## src/rtl/skipq_pkg.sv

```systemverilog
package skipq_pkg;

    localparam int TID_W = 2;
    localparam int SEQ_W = 8;
    localparam int PAY_W = 16;
    localparam int NUM_THREADS = 1 << TID_W;

    typedef struct packed {
        logic [TID_W-1:0] tid;
        logic [SEQ_W-1:0] seq;
        logic [PAY_W-1:0] payload;
    } entry_t;

endpackage

```

## src/rtl/skipq_bypass.sv

```systemverilog
module skipq_bypass #(
    parameter int STAGE_W = 3,
    parameter int FREE_W  = 3
) (
    input  logic               req_valid,
    input  logic               queue_empty,
    input  logic               target_blocked,
    input  logic [FREE_W-1:0]  target_free,
    input  logic [STAGE_W-1:0] cur_stage,
    output logic               grant,
    output logic [STAGE_W-1:0] next_stage,
    output logic [STAGE_W-1:0] ins_stage,
    output logic [STAGE_W-1:0] rm_stage
);

    localparam logic [STAGE_W-1:0] ONE = STAGE_W'(1);
    localparam logic [STAGE_W-1:0] TWO = STAGE_W'(2);

    always_comb begin
        grant      = req_valid && queue_empty && !target_blocked && (target_free != '0);
        ins_stage  = cur_stage + ONE;
        rm_stage   = cur_stage + TWO;
        next_stage = grant ? rm_stage : ins_stage;
    end

endmodule

```

## src/rtl/skipq_match.sv

```systemverilog
module skipq_match
    import skipq_pkg::*;
#(
    parameter int DEPTH = 4
) (
    input  entry_t [DEPTH-1:0] ent,
    input  logic   [DEPTH-1:0] vld,
    input  logic               pop_valid,
    input  logic               sq_valid,
    input  logic [TID_W-1:0]   sq_tid,
    input  logic [SEQ_W-1:0]   sq_seq,
    input  logic               rm_valid,
    input  logic [TID_W-1:0]   rm_tid,
    input  logic [SEQ_W-1:0]   rm_seq,
    output logic [DEPTH-1:0]   keep
);

    logic [DEPTH-1:0] sq_hit;
    logic [DEPTH-1:0] pop_hit;
    logic [DEPTH-1:0] rm_cand;
    logic [DEPTH-1:0] rm_hit;

    // per-slot squash and identity compare
    for (genvar g = 0; g < DEPTH; g++) begin : g_slot
        assign sq_hit[g] = vld[g] && sq_valid && (ent[g].tid == sq_tid)
                           && (ent[g].seq > sq_seq);
        if (g == 0) begin : g_head
            assign pop_hit[g] = pop_valid && vld[g];
        end else begin : g_rest
            assign pop_hit[g] = 1'b0;
        end
        assign rm_cand[g] = rm_valid && vld[g] && !sq_hit[g] && !pop_hit[g]
                            && (ent[g].tid == rm_tid) && (ent[g].seq == rm_seq);
    end

    // first candidate from the head wins
    always_comb begin
        logic found;
        found  = 1'b0;
        rm_hit = '0;
        for (int i = 0; i < DEPTH; i++) begin
            if (rm_cand[i] && !found) begin
                rm_hit[i] = 1'b1;
                found     = 1'b1;
            end
        end
    end

    assign keep = vld & ~sq_hit & ~pop_hit & ~rm_hit;

endmodule

```

## src/rtl/skipq_compact.sv

```systemverilog
module skipq_compact
    import skipq_pkg::*;
#(
    parameter int DEPTH = 4
) (
    input  entry_t [DEPTH-1:0]            ent,
    input  logic   [DEPTH-1:0]            keep,
    output entry_t [DEPTH-1:0]            packed_ent,
    output logic   [DEPTH-1:0]            packed_vld,
    output logic   [$clog2(DEPTH+1)-1:0]  kept_cnt
);

    localparam int CNT_W = $clog2(DEPTH + 1);
    localparam int IDX_W = (DEPTH > 1) ? $clog2(DEPTH) : 1;

    // prefix sum of kept slots gives each survivor its destination
    logic [DEPTH:0][CNT_W-1:0] prefix;

    assign prefix[0] = '0;
    for (genvar g = 0; g < DEPTH; g++) begin : g_prefix
        assign prefix[g+1] = prefix[g] + CNT_W'(keep[g]);
    end

    always_comb begin
        packed_ent = '0;
        packed_vld = '0;
        for (int i = 0; i < DEPTH; i++) begin
            if (keep[i]) begin
                packed_ent[prefix[i][IDX_W-1:0]] = ent[i];
                packed_vld[prefix[i][IDX_W-1:0]] = 1'b1;
            end
        end
    end

    assign kept_cnt = prefix[DEPTH];

endmodule

```

## src/rtl/skipq_buffer.sv

```systemverilog
module skipq_buffer
    import skipq_pkg::*;
#(
    parameter int DEPTH   = 4,
    parameter int STAGE_W = 3,
    parameter int FREE_W  = 3,
    parameter int BYP_W   = 16
) (
    input  logic                        clk,
    input  logic                        rst_n,
    input  logic                        req_valid,
    input  logic [TID_W-1:0]            req_tid,
    input  logic [STAGE_W-1:0]          req_stage,
    input  logic [NUM_THREADS-1:0]      ds_blocked,
    input  logic [FREE_W-1:0]           ds_free,
    output logic                        byp_grant,
    output logic [STAGE_W-1:0]          next_stage,
    output logic [STAGE_W-1:0]          sched_ins_stage,
    output logic [STAGE_W-1:0]          sched_rm_stage,
    output logic [BYP_W-1:0]            byp_count,
    input  logic                        ins_valid,
    input  logic [TID_W-1:0]            ins_tid,
    input  logic [SEQ_W-1:0]            ins_seq,
    input  logic [PAY_W-1:0]            ins_payload,
    output logic                        ins_accepted,
    input  logic                        rm_valid,
    input  logic [TID_W-1:0]            rm_tid,
    input  logic [SEQ_W-1:0]            rm_seq,
    input  logic                        pop_valid,
    input  logic                        sq_valid,
    input  logic [TID_W-1:0]            sq_tid,
    input  logic [SEQ_W-1:0]            sq_seq,
    output logic                        head_valid,
    output logic [TID_W-1:0]            head_tid,
    output logic [SEQ_W-1:0]            head_seq,
    output logic [PAY_W-1:0]            head_payload,
    output logic [$clog2(DEPTH+1)-1:0]  occupancy
);

    localparam int CNT_W = $clog2(DEPTH + 1);
    localparam int IDX_W = (DEPTH > 1) ? $clog2(DEPTH) : 1;

    typedef struct packed {
        entry_t [DEPTH-1:0] ent;
        logic   [DEPTH-1:0] vld;
        logic   [CNT_W-1:0] cnt;
        logic   [BYP_W-1:0] byp;
    } state_t;

    state_t state_d, state_q;

    logic [DEPTH-1:0]   keep;
    entry_t [DEPTH-1:0] packed_ent;
    logic [DEPTH-1:0]   packed_vld;
    logic [CNT_W-1:0]   kept_cnt;
    logic               ins_killed;

    skipq_bypass #(
        .STAGE_W (STAGE_W),
        .FREE_W  (FREE_W)
    ) u_bypass (
        .req_valid      (req_valid),
        .queue_empty    (state_q.cnt == '0),
        .target_blocked (ds_blocked[req_tid]),
        .target_free    (ds_free),
        .cur_stage      (req_stage),
        .grant          (byp_grant),
        .next_stage     (next_stage),
        .ins_stage      (sched_ins_stage),
        .rm_stage       (sched_rm_stage)
    );

    skipq_match #(
        .DEPTH (DEPTH)
    ) u_match (
        .ent       (state_q.ent),
        .vld       (state_q.vld),
        .pop_valid (pop_valid),
        .sq_valid  (sq_valid),
        .sq_tid    (sq_tid),
        .sq_seq    (sq_seq),
        .rm_valid  (rm_valid),
        .rm_tid    (rm_tid),
        .rm_seq    (rm_seq),
        .keep      (keep)
    );

    skipq_compact #(
        .DEPTH (DEPTH)
    ) u_compact (
        .ent        (state_q.ent),
        .keep       (keep),
        .packed_ent (packed_ent),
        .packed_vld (packed_vld),
        .kept_cnt   (kept_cnt)
    );

    // an incoming entry younger than a same-cycle squash of its thread is dropped
    assign ins_killed   = sq_valid && (ins_tid == sq_tid) && (ins_seq > sq_seq);
    assign ins_accepted = ins_valid && (state_q.cnt < CNT_W'(DEPTH)) && !ins_killed;

    always_comb begin
        state_d     = state_q;
        state_d.ent = packed_ent;
        state_d.vld = packed_vld;
        state_d.cnt = kept_cnt;
        if (ins_accepted) begin
            state_d.ent[kept_cnt[IDX_W-1:0]].tid     = ins_tid;
            state_d.ent[kept_cnt[IDX_W-1:0]].seq     = ins_seq;
            state_d.ent[kept_cnt[IDX_W-1:0]].payload = ins_payload;
            state_d.vld[kept_cnt[IDX_W-1:0]]         = 1'b1;
            state_d.cnt                              = kept_cnt + CNT_W'(1);
        end
        if (byp_grant) begin
            state_d.byp = state_q.byp + BYP_W'(1);
        end
    end

    always_ff @(posedge clk or negedge rst_n) begin
        if (!rst_n) begin
            state_q <= '0;
        end else begin
            state_q <= state_d;
        end
    end

    assign byp_count    = state_q.byp;
    assign occupancy    = state_q.cnt;
    assign head_valid   = state_q.vld[0];
    assign head_tid     = state_q.ent[0].tid;
    assign head_seq     = state_q.ent[0].seq;
    assign head_payload = state_q.ent[0].payload;

endmodule

```

## config.mk

```make
export PLATFORM = sky130hd
export DESIGN_NAME = skipq_buffer
export DESIGN_NICKNAME = d
export VERILOG_FILES = /design/src/rtl/skipq_pkg.sv /design/src/rtl/skipq_bypass.sv /design/src/rtl/skipq_match.sv /design/src/rtl/skipq_compact.sv /design/src/rtl/skipq_buffer.sv
export SDC_FILE = /design/constraint.sdc
export NUM_CORES = 1
export LEC_CHECK = 0
export ABC_CLOCK_PERIOD_IN_PS = 12100
export BUFFER_PORTS_ARGS = -buffer_cell sky130_fd_sc_hd__buf_2
export CORE_MARGIN = 10
export CORE_UTILIZATION = 40
export CTS_CLUSTER_DIAMETER = 30
export DETAILED_ROUTE_END_ITERATION = 12
export HOLD_SLACK_MARGIN = 0.03
export PLACE_DENSITY_LB_ADDON = 0.12
export SYNTH_ARGS = -nofsm -noshare
export SYNTH_HDL_FRONTEND = slang
export SYNTH_SLANG_ARGS = --single-unit
```

## constraint.sdc

```tcl
create_clock -name clk -period 12.1 [get_ports clk]
set_input_delay 1.21 -clock clk [delete_from_list [all_inputs] [get_ports clk]]
set_output_delay 1.21 -clock clk [all_outputs]
set_load 0.02 [all_outputs]
```

==> out/qor.yml <==
ctsLongestPathBuffers: 2
grt_pass1_vias: 9930
power_density_nw_per_um2: 304.1
final_util_pct: 44.46
r2r_slack_ns: 5.38
drt_wl_total_um: 40340
dpl_cell_area_sq_um: 10660
synth_fa_ha_area_share_pct: 5.970
pin_count: 122
period_needed_ns: 7.299
antenna_found_initial: 0
relSlewSlack_pct: 15.12
drc: 0
yosys_warnings: 0
min-delay-path-class: "reg -> reg"
post-synth-top-count-cell: "dfrtp_1"
r2r_end: "head_tid[1]$_DFF_PN0_"
routedWlPerCell_um: 27.00
die_y_um: 180.2
root_buffer: "clkbuf_16"
yosysSeqAreaShare_pct: 30.95
area_growth_pct: 9.320
synth_top_area_cell: "dfrtp_1"
synth_compound_area_share_pct: 22.62
synth_edf_count: 0
dp_hpwl_um: 24610
crit_type: "in -> reg"
post_cts_buffers: 0
routabilityCongestion: 0.8836
start_util_pct: 40.67
reg2reg_depth: 20
hp-start: "byp_count[15]$_DFFE_PN0P_"
maxCapViolCount: 0
avgSynthCellArea_sq_um: 8.861
status: "complete, no violations"
skew_ns: 0.01247
ys_top_cells_by_area: "dfrtp_1 31%, ha_1 6.0%, xnor2_1 5.5%"
drv_slew: 0
drive_above_1_share_pct: 20.96
cts_max_level: 4
drt_iter0_markers: 1175
endpoint_kind: "register"
wl_met3_um: 3982
synthSimpleGateAreaFrac_pct: 20.13
peakVddDrop_mv: 0.2053
synth_xor_area_share_pct: 6.226
fmax_mhz: 137.0
die_area_sq_um: 32480
core_area_sq_um: 25250
cts_tree: "yes"
ys_types: 67
clk_pin_slew_worst_paths_ns: 0.06
diodes: 0
synthesis.nets: 1273
r2r-start: "head_seq[1]$_DFF_PN0_"
post-route-period-util_pct: 60.32
synth.top_cell.area_share_pct: 30.95
setup_viol: 0
vias: 9916
grt_pass1_wl_um: 61510
port_buffers: 121
final_cell_area_sq_um: 11230
row_count: 58
wl_met2_um: 17230
synth_cells: 1159
die_w_um: 180.2
startpoint: "sq_seq[1]"
crit_fanout: 80
worstPathRequired_ns: 12.45
power.leakage_nw: 4.597
numCtsBuffers: 17
rsz0062_at_grt: "no"
overflow: 0
finalHoldViolCount: 0
synthTopCellsByCount: "127 x dfrtp_1, 97 x clkbuf_1, 68 x nand2_1"
worstSetupEndpoint: "head_tid[1]$_DFF_PN0_"
synth-async-reset-ratio_pct: 100.0
syn_area_sq_um: 10270
ant_nets: 0
top_layer_used: "met4"
cp.arrival_ns: 7.65
synth_mux_area_share_pct: 3.484
wirelength_met1_um: 17770
ys_ff_latch: 127
nNetsFinal: 1265
worst_pin_slew_ns: 1.273
grt_max_degree: 81
clkLatencyLatePin_ns: 0.43
grt.total_usage_pct: 23.89
fin_setup_tns_ns: 0
first_pass_iters: 6
clock-sinks: 127
p_total_mw: 3.414
synth_ff_type: "dfrtp_1"
start_kind: "input port"
cts_hold_buf: 0
cts_resized: 0
viasPerCell: 6.637
synth_top_family_by_area: "compound AO/OA/AOI/OAI gates"
[critical path, cell delays in order]
cell and delay, ns:
buf_2 0.09, inv_1 0.17, ha_1 0.28, nor2b_1 0.15, o211ai_2 0.14, a21oi_1 0.14, o41ai_4 0.34, buf_4 0.46
o211ai_1 0.16, inv_1 0.14, ha_2 0.61, nand2_1 0.14, a221oi_2 0.29, a211oi_4 0.08, inv_2 0.05, buf_4 0.72
ha_1 0.33, ha_1 0.27, or2_2 0.58, or3_1 0.69, buf_4 0.34, a31oi_1 0.19
[report_power, final]
| group | switching (mW) | leakage, nW | internal, mW |
|---|---|---|---|
| Sequential | 0.227 | 1.68 | 0.590 |
| Clock | 0.228 | 0.269 | 0.275 |
| Combinational | 1.44 | 2.65 | 0.654 |
[worst min path at each step]
stage                                            to  slack (ns)  depth (start not counted)
after global placement    byp_count[15]$_DFFE_PN0P_        0.46                          1
final                     byp_count[15]$_DFFE_PN0P_        0.47                          1
after global routing      byp_count[15]$_DFFE_PN0P_        0.50                          1
after CTS                 byp_count[15]$_DFFE_PN0P_        0.48                          1
after detailed placement  byp_count[15]$_DFFE_PN0P_        0.46                          1
after floorplan           byp_count[15]$_DFFE_PN0P_        0.45                          1
[registers in the layout, summed over array words and instances, names as in the netlist]
register,cells
head_valid,1
head_tid,2
head_seq,8
head_payload,16
occupancy,3
byp_count,16
state_q,81
[metrics by stage]
stage	std cells	hold slack, ns	setup slack [ns]
after floorplan	1159	0.4467	5.765
after global placement	1462	0.4573	4.682
after detailed placement	1462	0.4632	4.508
after CTS	1494	0.4752	4.938
after global routing	1494	0.4965	4.450
final	1494	0.4740	4.801
[cell usage in the layout, fill, tap and decap left out, types with 27 or more instances in the layout]
| cell type | count |
|---|---|
| nand3b_1 | 27 |
| nand3_1 | 65 |
| inv_1 | 47 |
| xnor2_1 | 64 |
| nand2_1 | 68 |
| dfrtp_1 | 127 |
| buf_2 | 120 |
| ha_1 | 48 |
| nor3_1 | 58 |
| mux2_2 | 28 |
| nand4_1 | 46 |
| buf_4 | 30 |
| a31oi_1 | 52 |
| o211ai_1 | 30 |
| o31ai_1 | 48 |
[layer usage]
metal / track usage [%] / vias up
li1: - / 4398
met1: 33.15 / 4852
met5: 0 / -
met3: 6.426 / 82
met4: 9.416 / 0
met2: 34.31 / 584
[cell type report]
cell class / instances / area, sq um
multi-input cells: 805 / 6052
clock buffers: 18 / 439.2
inverters: 49 / 183.9
well taps: 330 / 412.9
flip-flops and latches: 127 / 3178
clock inverters: 14 / 123.9
repair buffers: 151 / 837.1
fillers: 2500 / 14030
[logic make-up (layout without fill, tap and decap cells)]
group | after synthesis | in the layout
compound gates | 287 | 287
xor+xnor | 73 | 73
fa+ha+maj | 49 | 49
buf+inv | 227 | 232
flops | 127 | 127
mux | 31 | 31
simple gates | 365 | 365
(Power assumes the default switching activity.)
